<file path="src/rtl/pcs_pkg.sv">
// Package: shared types and codes for the four-phase power-clock sequencer.
// Assumes exactly four phases, one per quarter of the power-clock period.
package pcs_pkg;

    localparam int NUM_PHASES = 4;

    // Interval index inside one period, in the order every phase visits them.
    typedef enum logic [1:0] {
        IV_EVAL    = 2'd0,
        IV_HOLD    = 2'd1,
        IV_RECOVER = 2'd2,
        IV_IDLE    = 2'd3
    } interval_e;

    typedef logic [1:0] level_t;

    localparam level_t LVL_LOW  = 2'b00;
    localparam level_t LVL_RAMP = 2'b01;
    localparam level_t LVL_HIGH = 2'b11;

    // Maps an interval to its level code; both ramp intervals share one code.
    function automatic level_t level_of(interval_e iv);
        case (iv)
            IV_HOLD: return LVL_HIGH;
            IV_IDLE: return LVL_LOW;
            default: return LVL_RAMP;
        endcase
    endfunction

endpackage

</file>
<file path="src/rtl/pcs_interval_timer.sv">
// Interval timer: counts enabled cycles inside one interval and flags its last one.
// Assumes INTERVAL_CYC >= 1; with 1 every enabled cycle ends an interval.
module pcs_interval_timer #(
    parameter int INTERVAL_CYC = 25
) (
    input  logic clk,
    input  logic rst_n,
    input  logic en_i,
    output logic step_o
);

    localparam int CW = (INTERVAL_CYC > 1) ? $clog2(INTERVAL_CYC) : 1;
    localparam logic [CW-1:0] LAST = CW'(INTERVAL_CYC - 1);

    logic [CW-1:0] cnt_q;
    logic          at_last;

    // Detect the final cycle of the current interval.
    always_comb begin
        at_last = (cnt_q == LAST);
        step_o  = en_i && at_last;
    end

    // Count enabled cycles, wrapping at the interval end.
    always_ff @(posedge clk) begin
        if (!rst_n) begin
            cnt_q <= '0;
        end else if (en_i) begin
            cnt_q <= at_last ? '0 : cnt_q + 1'b1;
        end
    end

endmodule

</file>
<file path="src/rtl/pcs_quarter_ring.sv">
// Quarter ring: tracks which quarter of the period is current.
// Assumes the step input is high for one cycle per interval end.
module pcs_quarter_ring (
    input  logic       clk,
    input  logic       rst_n,
    input  logic       step_i,
    output logic [1:0] qtr_o
);

    logic [1:0] qtr_q;

    // Advance the quarter index modulo four on each interval end.
    always_ff @(posedge clk) begin
        if (!rst_n) begin
            qtr_q <= 2'd0;
        end else if (step_i) begin
            qtr_q <= qtr_q + 2'd1;
        end
    end

    // Expose the quarter index.
    always_comb qtr_o = qtr_q;

endmodule

</file>
<file path="src/rtl/pcs_phase_encoder.sv">
// Phase encoder: turns the global quarter into one phase's level and flags.
// Assumes the phase lags phase 0 by OFFSET quarters (0..3).
module pcs_phase_encoder
    import pcs_pkg::*;
#(
    parameter int OFFSET = 0
) (
    input  logic [1:0] qtr_i,
    output level_t     level_o,
    output logic       eval_o,
    output logic       hold_o
);

    localparam logic [1:0] OFS = OFFSET[1:0];

    interval_e iv;

    // Compute this phase's interval and decode level and flags.
    always_comb begin
        iv      = interval_e'(qtr_i - OFS);
        level_o = level_of(iv);
        eval_o  = (iv == IV_EVAL);
        hold_o  = (iv == IV_HOLD);
    end

endmodule

</file>
<file path="src/rtl/pcs_power_clock_seq.sv">
// Top: four-phase power-clock sequencer with three-level phase codes.
// Assumes a single clock domain, synchronous active-low reset, and an enable
// that pauses the whole sequence without losing the position in an interval.
module pcs_power_clock_seq
    import pcs_pkg::*;
#(
    parameter int INTERVAL_CYC = 25
) (
    input  logic                    clk,
    input  logic                    rst_n,
    input  logic                    en_i,
    output logic [2*NUM_PHASES-1:0] pc_level_o,
    output logic [NUM_PHASES-1:0]   eval_o,
    output logic [NUM_PHASES-1:0]   hold_o
);

    logic       step;
    logic [1:0] qtr;

    pcs_interval_timer #(
        .INTERVAL_CYC(INTERVAL_CYC)
    ) i_timer (
        .clk   (clk),
        .rst_n (rst_n),
        .en_i  (en_i),
        .step_o(step)
    );

    pcs_quarter_ring i_ring (
        .clk   (clk),
        .rst_n (rst_n),
        .step_i(step),
        .qtr_o (qtr)
    );

    for (genvar k = 0; k < NUM_PHASES; k++) begin : g_phase
        level_t lvl;

        pcs_phase_encoder #(
            .OFFSET(k)
        ) i_enc (
            .qtr_i  (qtr),
            .level_o(lvl),
            .eval_o (eval_o[k]),
            .hold_o (hold_o[k])
        );

        // Place this phase's level in its slice of the output bus.
        always_comb pc_level_o[2*k +: 2] = lvl;
    end

endmodule

</file>
<file path="config.mk">
export PLATFORM = sky130hd
export DESIGN_NAME = pcs_power_clock_seq
export DESIGN_NICKNAME = d
export VERILOG_FILES = /design/src/rtl/pcs_pkg.sv /design/src/rtl/pcs_interval_timer.sv /design/src/rtl/pcs_quarter_ring.sv /design/src/rtl/pcs_phase_encoder.sv /design/src/rtl/pcs_power_clock_seq.sv
export SDC_FILE = /design/constraint.sdc
export NUM_CORES = 1
export LEC_CHECK = 0
export CORE_ASPECT_RATIO = 0.8
export CORE_MARGIN = 5
export CORE_UTILIZATION = 25
export CTS_BUF_LIST = sky130_fd_sc_hd__clkbuf_16
export CTS_CLUSTER_DIAMETER = 200
export DETAILED_ROUTE_END_ITERATION = 8
export GPL_TIMING_DRIVEN = 0
export MAX_ROUTING_LAYER = met4
export PLACE_DENSITY_LB_ADDON = 0.05
export SLEW_MARGIN = 20
export SYNTH_ARGS = -nofsm -noshare
export SYNTH_HDL_FRONTEND = slang
export SYNTH_SLANG_ARGS = --single-unit
</file>
<file path="constraint.sdc">
create_clock -name clk -period 3.4 [get_ports clk]
set_input_delay 0.85 -clock clk [delete_from_list [all_inputs] [get_ports clk]]
set_output_delay 0.85 -clock clk [all_outputs]
set_load 0.01 [all_outputs]
</file>
# ---- After elaboration in Yosys (flattened, before gate mapping)
# Cells that the tools add are included.
# Widths: inputs -> output; s select.
dict set report totals {
  latch_bits 0
  reg_bits 7
  mem_bits_ro 0
  mem_count 0
  elab_cells 26
  mem_bits_rw 0
}
dict set report op_classes {
  div_mod_pow 0
  eq_ne 9
  magnitude_cmp 0
  multipliers 0
  n_shift 0
  n_reduce_logical 5
  bitwise_logic 0
  n_addsub 5
  mux 5
}
# cell n
set ops {}
lappend ops {{$pmux 2 s2} 4}
lappend ops {{$eq 2x1->1 const B} 4}
lappend ops {{$eq 2x2->1 const B} 4}
lappend ops {{$logic_not 2->1} 4}
lappend ops {{$add 5x1->5 const B} 1}
lappend ops {{$eq 5x5->1 const B} 1}
lappend ops {{$mux 5} 1}
lappend ops {{$sub 2x2->2 const B} 2}
lappend ops {{$add 2x1->2 const B} 1}
lappend ops {{$sub 2x1->2 const B} 1}
lappend ops {{$logic_and 1x1->1} 1}

# ---- Logic depth before layout (Yosys ltp)
# Gate-level depths: netlist (run 1).
dict set report depth {
  ltp_word 3
  depth_mapped 4
  depth_no_buf 4
}

# ---- Cells and area by module
# Synthesis (run 1) repeated with hierarchy kept, for this count alone.
dict set report hier_totals {
  cells_unflattened 51
  hier_area_um2 419.2
}
# mod n_inst area_each_um2 cells_per_inst seq_area_each_um2
set by_module_without_submodules {}
lappend by_module_without_submodules {pcs_interval_timer 1 240.2 27 100.1}
lappend by_module_without_submodules {pcs_quarter_ring 1 78.8 8 40.0}
lappend by_module_without_submodules {{pcs_phase_encoder at g_phase[1].i_enc ...} 2 26.3 4 0.0}
lappend by_module_without_submodules {{pcs_phase_encoder at g_phase[0].i_enc ...} 2 23.8 4 0.0}

# ---- Worst setup path before layout (run 1)
# Ideal clock, no wire load.
dict set report synth_path {
  path_kind {register -> output}
  start {register i_ring.qtr_q[0], in the netlist i_ring.qtr_o[0]}
  end {output eval_o[0]}
  arrival_time_ps 869
  stages_incl_launch_ff 4
  required_time_ps 2550
  path_slack_ps 1681
  path_cell_list {dfxtp_1 > inv_1 > ha_1 > buf_4}
}
dict set report synth_via {
  elab_chain_len 1
}
# element line_no
set synth_rtl {}
lappend synth_rtl {{start: declaration} pcs_quarter_ring.sv:10} ;# logic [1:0] qtr_q;
lappend synth_rtl {{start signal: assignment} pcs_quarter_ring.sv:17} ;# qtr_q <= qtr_q + 2'd1;
lappend synth_rtl {{$logic_not 2->1} pcs_phase_encoder.sv:22} ;# eval_o = (iv == IV_EVAL);
lappend synth_rtl {{end: declaration} pcs_power_clock_seq.sv:13} ;# output logic [NUM_PHASES-1:0] eval_o,
# No other way between the ends.

# ---- Final worst setup path (run 1)
dict set report layout_path {
  start {register i_ring.qtr_q[0], in the netlist i_ring.qtr_o[0]}
  end {output pc_level_o[7]}
}
dict set report layout_via {
  elab_chain_len 3
}
# element line_no
set layout_rtl {}
lappend layout_rtl {{$sub 2x2->2 (*)} pcs_phase_encoder.sv:20} ;# iv = interval_e'(qtr_i - OFS);
lappend layout_rtl {{$eq 2x2->1 / $eq 2x1->1 (equally long branches)} pcs_pkg.sv:23} ;# case (iv)
lappend layout_rtl {{$pmux 2 s2 (*)} pcs_pkg.sv:23}
lappend layout_rtl {{end: declaration} pcs_power_clock_seq.sv:12} ;# output logic [2*NUM_PHASES-1:0] pc_level_o,
# Mark *: on every way between the ends. The rest lies on a longest branch, timed or not.

==> impl_metrics.prom, run 1 <==
# TYPE chip_impl_metric gauge
chip_impl_metric{name="insertion_delay",unit="ps"} 230
chip_impl_info{name="timing.critical_path.max_delay_family",value="buffers and inverters"} 1
chip_impl_metric{name="timing.final.crit_period",unit="ps"} 2537
chip_impl_metric{name="synthesis.area_per_instance",unit="um2"} 8.758
chip_impl_metric{name="pwr-share-seq",unit="%"} 29.5
chip_impl_metric{name="netlist_instances",unit=""} 61
chip_impl_metric{name="setup_viol",unit=""} 0
chip_impl_metric{name="min_path_cells",unit=""} 2
chip_impl_info{name="worstSetupPathType",value="flip-flop to output port"} 1
chip_impl_metric{name="cap_viol_max_count",unit=""} 0
chip_impl_metric{name="finalNetCount",unit=""} 96
chip_impl_metric{name="period_share",unit="%"} 74.63
chip_impl_metric{name="grt_overflow",unit=""} 0
chip_impl_metric{name="critical_path_depth",unit=""} 4
chip_impl_metric{name="synth.yosys.warnings",unit=""} 0
chip_impl_metric{name="hpwl_after_detailed_placement",unit="um"} 758.4
chip_impl_metric{name="cts-root-to-sink-buffers",unit=""} 2
chip_impl_metric{name="core",unit="um2"} 2102
chip_impl_metric{name="drcViolationCount",unit=""} 0
chip_impl_metric{name="synth.ff_latch_count",unit=""} 7
chip_impl_info{name="critical_path.cell_chain",value="inv_1, ha_1, buf_4, clkdlybuf4s50_1"} 1
chip_impl_metric{name="synth.lib_cells_used.distinct",unit=""} 13
chip_impl_metric{name="postCtsSetupBuffers",unit=""} 0
chip_impl_metric{name="die_h",unit="um"} 51.35
chip_impl_metric{name="ir_drop",unit="mV"} 0.5128
chip_impl_info{name="critical_path.endpoint_type",value="output port"} 1
chip_impl_metric{name="drt_pre_antenna_iters",unit=""} 2
chip_impl_metric{name="n_fill_cell",unit=""} 222
chip_impl_metric{name="cts-hold-fix-buffers",unit=""} 0
chip_impl_metric{name="worst_ep_required_time",unit="ps"} 2550
chip_impl_metric{name="synth_nets",unit=""} 74
chip_impl_metric{name="synth.cell_area",unit="um2"} 534.3
chip_impl_metric{name="cts_resized",unit=""} 0
chip_impl_metric{name="intPower",unit="uW"} 244.7
chip_impl_metric{name="initial_core_util",unit="%"} 25.42
chip_impl_metric{name="ys_seq_area_share",unit="%"} 26.23
chip_impl_info{name="layout.cells.most_common",value="sky130_fd_sc_hd__clkdlybuf4s50_1"} 1
chip_impl_metric{name="flow.area_growth_from_synthesis",unit="%"} 52.46
chip_impl_info{name="tritoncts_clock_tree",value="done"} 1
chip_impl_metric{name="sw_frac_of_total",unit="%"} 18.02
chip_impl_metric{name="clock_power_share",unit="%"} 65.9
chip_impl_metric{name="finalHoldViolations",unit=""} 0
chip_impl_metric{name="powerDensity",unit="nW/um2"} 366.5
chip_impl_metric{name="placed_area",unit="um2"} 735.7
chip_impl_metric{name="numPortBuffers",unit=""} 17
chip_impl_metric{name="clk_pin_slew",unit="ps"} 40
chip_impl_metric{name="drt-vias-per-instance",unit=""} 3.757
chip_impl_info{name="crit_path_start_kind",value="flip-flop"} 1
chip_impl_metric{name="stdcell_area",unit="um2"} 814.5
chip_impl_metric{name="routed_wirelength",unit="um"} 964
chip_impl_info{name="rsz0062_at_grt",value="no"} 1
chip_impl_metric{name="antennaDiodeCount",unit=""} 0
chip_impl_info{name="run_status",value="completed"} 1
chip_impl_metric{name="leakage",unit="nW"} 0.3940
chip_impl_metric{name="p_switching",unit="uW"} 53.78
chip_impl_metric{name="die_width",unit="um"} 61.69
chip_impl_metric{name="antenna_violations_before_repair",unit=""} 0
chip_impl_metric{name="grt_pass1_vias",unit=""} 381
chip_impl_metric{name="critPathArrivalTime",unit="ps"} 1690
chip_impl_metric{name="grt_start_max_net_pins",unit=""} 8
chip_impl_metric{name="count_of_h_tree_levels_built_during_cts",unit=""} 1
chip_impl_metric{name="global_route_wire_length_before_repair",unit="um"} 1669
chip_impl_metric{name="drt_first_iter_violations",unit=""} 5
chip_impl_metric{name="place_inst",unit=""} 103
chip_impl_info{name="final_cell_mix",value="sky130_fd_sc_hd__clkdlybuf4s50_1 (17), sky130_fd_sc_hd__buf_4 (12), sky130_fd_sc_hd__inv_1 (10), sky130_fd_sc_hd__ha_1 (10), sky130_fd_sc_hd__dfxtp_1 (7)"} 1
chip_impl_metric{name="final.setup.tns",unit="ps"} 0
chip_impl_metric{name="final.setup_skew",unit="ps"} 1.779
chip_impl_metric{name="post_drt_wl_per_cell",unit="um"} 9.009
chip_impl_metric{name="final-max-slew-violation-count",unit=""} 0
chip_impl_metric{name="timing.final.ws_setup",unit="ps"} 862.7
chip_impl_metric{name="filler_free_cell_count_of_the_finished_design",unit=""} 107
chip_impl_metric{name="grt_usage",unit="%"} 7.604
chip_impl_metric{name="cp_max_fo",unit=""} 6
chip_impl_metric{name="dr_total_vias",unit=""} 402
chip_impl_metric{name="combPwrFrac",unit="%"} 4.6
chip_impl_metric{name="maxSlewHeadroom",unit="%"} 84.94
chip_impl_metric{name="post_route_total_power",unit="uW"} 298.5
chip_impl_info{name="critical-path-slowest-cell",value="sky130_fd_sc_hd__clkdlybuf4s50_1"} 1
chip_impl_metric{name="die-area",unit="um2"} 3167
chip_impl_metric{name="max_stage_delay",unit="ps"} 470
chip_impl_metric{name="dp_slack",unit="ps"} 1103
chip_impl_metric{name="numClockSinks",unit=""} 7
chip_impl_metric{name="cts_buffer_count",unit=""} 3
chip_impl_metric{name="worst_pin_slew",unit="ps"} 225.6
chip_impl_metric{name="postRouteAntennaNets",unit=""} 0
chip_impl_metric{name="post_route_cells_drive_above_1_share",unit="%"} 20.73
chip_impl_metric{name="placement_rows",unit=""} 15
chip_impl_metric{name="gp_congestion",unit=""} 0.6530
chip_impl_info{name="worst_hold_path_type",value="flip-flop to flip-flop"} 1
chip_impl_metric{name="boundaryPins",unit=""} 19
chip_impl_metric{name="critical_path.n_buffers_inverters",unit=""} 3
chip_impl_info{name="clock_tree.root_cell",value="sky130_fd_sc_hd__clkbuf_16"} 1
chip_impl_metric{name="worst-r2r-cell-count",unit=""} 4
chip_impl_metric{name="max_freq",unit="MHz"} 394.1
[synthesized netlist by cell type]
cell type,number,area [um2]
sky130_fd_sc_hd__nor2b_2,1,8.760
sky130_fd_sc_hd__dfxtp_1,7,140.1
sky130_fd_sc_hd__xor2_1,3,26.28
sky130_fd_sc_hd__xnor2_1,1,8.760
sky130_fd_sc_hd__nor2_1,5,18.77
sky130_fd_sc_hd__mux2i_1,3,30.03
sky130_fd_sc_hd__clkbuf_2,1,5.000
sky130_fd_sc_hd__a41o_1,1,10.01
sky130_fd_sc_hd__inv_1,9,33.78
sky130_fd_sc_hd__nand4_1,3,18.77
sky130_fd_sc_hd__ha_1,10,125.1
sky130_fd_sc_hd__nand2_1,5,18.77
sky130_fd_sc_hd__buf_4,12,90.09
[state kept, by name, summed over array words and instances, names as in the netlist]
name,flops
i_ring.qtr_o,2
i_timer.cnt_q,5
[path summary, 6_finish.rpt]
check | from | endpoint | slack [ps]
min reg2reg | i_timer.cnt_q[4] | i_timer.cnt_q[4] | 510
max | i_ring.qtr_o[0] | pc_level_o[7] | 860
max reg2reg | i_timer.cnt_q[0] | i_timer.cnt_q[3] | 2240
min | i_timer.cnt_q[4] | i_timer.cnt_q[4] | 510
[per-stage QoR]
stage / hold slack [ps] / utilization, %
3_3_place_gp: 487.1 / 35.00
4_1_cts: 512.9 / 38.75
3_5_place_dp: 503.8 / 35.00
6_report: 512.0 / 38.75
2_1_floorplan: 471.1 / -
5_1_grt: 582.6 / 38.75
[tightest hold or removal path, delay by kind of cell, from the launching register on]
family / cells / cell delay, ps
flops: 1 / 330
xor+xnor: 1 / 70
simple gates: 1 / 70
[power groups by stage]
| stage | clock (mW) | combinational (mW) | sequential, mW |
|---|---|---|---|
| after detailed placement | 0 | 0.0138 | 0.0893 |
| after global routing | 0.209 | 0.0167 | 0.0888 |
| after floorplan | 0 | 0.0102 | 0.0887 |
| after global placement | 0 | 0.0137 | 0.0892 |
| final | 0.197 | 0.0138 | 0.0881 |
| after CTS | 0.202 | 0.0141 | 0.0880 |
[per-layer routing]
layer,vias up,global-route usage [%],share of wire [%]
li1,217,-,-
met1,170,9.595,49
met2,15,10.10,40
met3,0,4.545,10
met4,0,2.120,0
met5,-,-,0
[cells by family after synthesis]
kind of cell	Yosys count	share of synthesized area, %
AO/OA/AOI/OAI	1	1.874
multiplexers	3	5.621
flip-flops	7	26.23
adder cells (fa/ha/maj)	10	23.42
XOR/XNOR	4	6.559
AND/OR/NAND/NOR	14	12.18
buffers and inverters	22	24.12
[cell type report]
cell class | instances | area (um2) | area share, %
Multi-Input combinational cell | 32 | 265.3 | 32.57
Timing Repair Buffer | 17 | 170.2 | 20.89
Sequential cell | 7 | 140.1 | 17.20
Buffer | 13 | 95.09 | 11.67
Clock buffer | 3 | 75.07 | 9.217
Inverter | 9 | 33.78 | 4.147
Tap cell | 25 | 31.28 | 3.840
Clock inverter | 1 | 3.754 | 0.4608
No activity file was read; power rests on OpenSTA's default activity.
==> run 2: changes to the inputs <==
==> constraint.sdc (replaced) <==
create_clock -name clk -period 2.6 [get_ports clk]
set_input_delay 0.65 -clock clk [delete_from_list [all_inputs] [get_ports clk]]
set_output_delay 0.65 -clock clk [all_outputs]
set_load 0.01 [all_outputs]
==> results of run 2 <==
The final DEF is identical to that of run 1. Status: completed.
Main changes from that run: setup slack after placement 1103 ps -> 502.9 ps; setup slack after layout 862.7 ps -> 262.7 ps; register-to-register setup slack 2240 ps -> 1440 ps; total power 0.2985 mW -> 0.3903 mW; worst IR drop on VDD 0.5128 mV -> 0.6706 mV
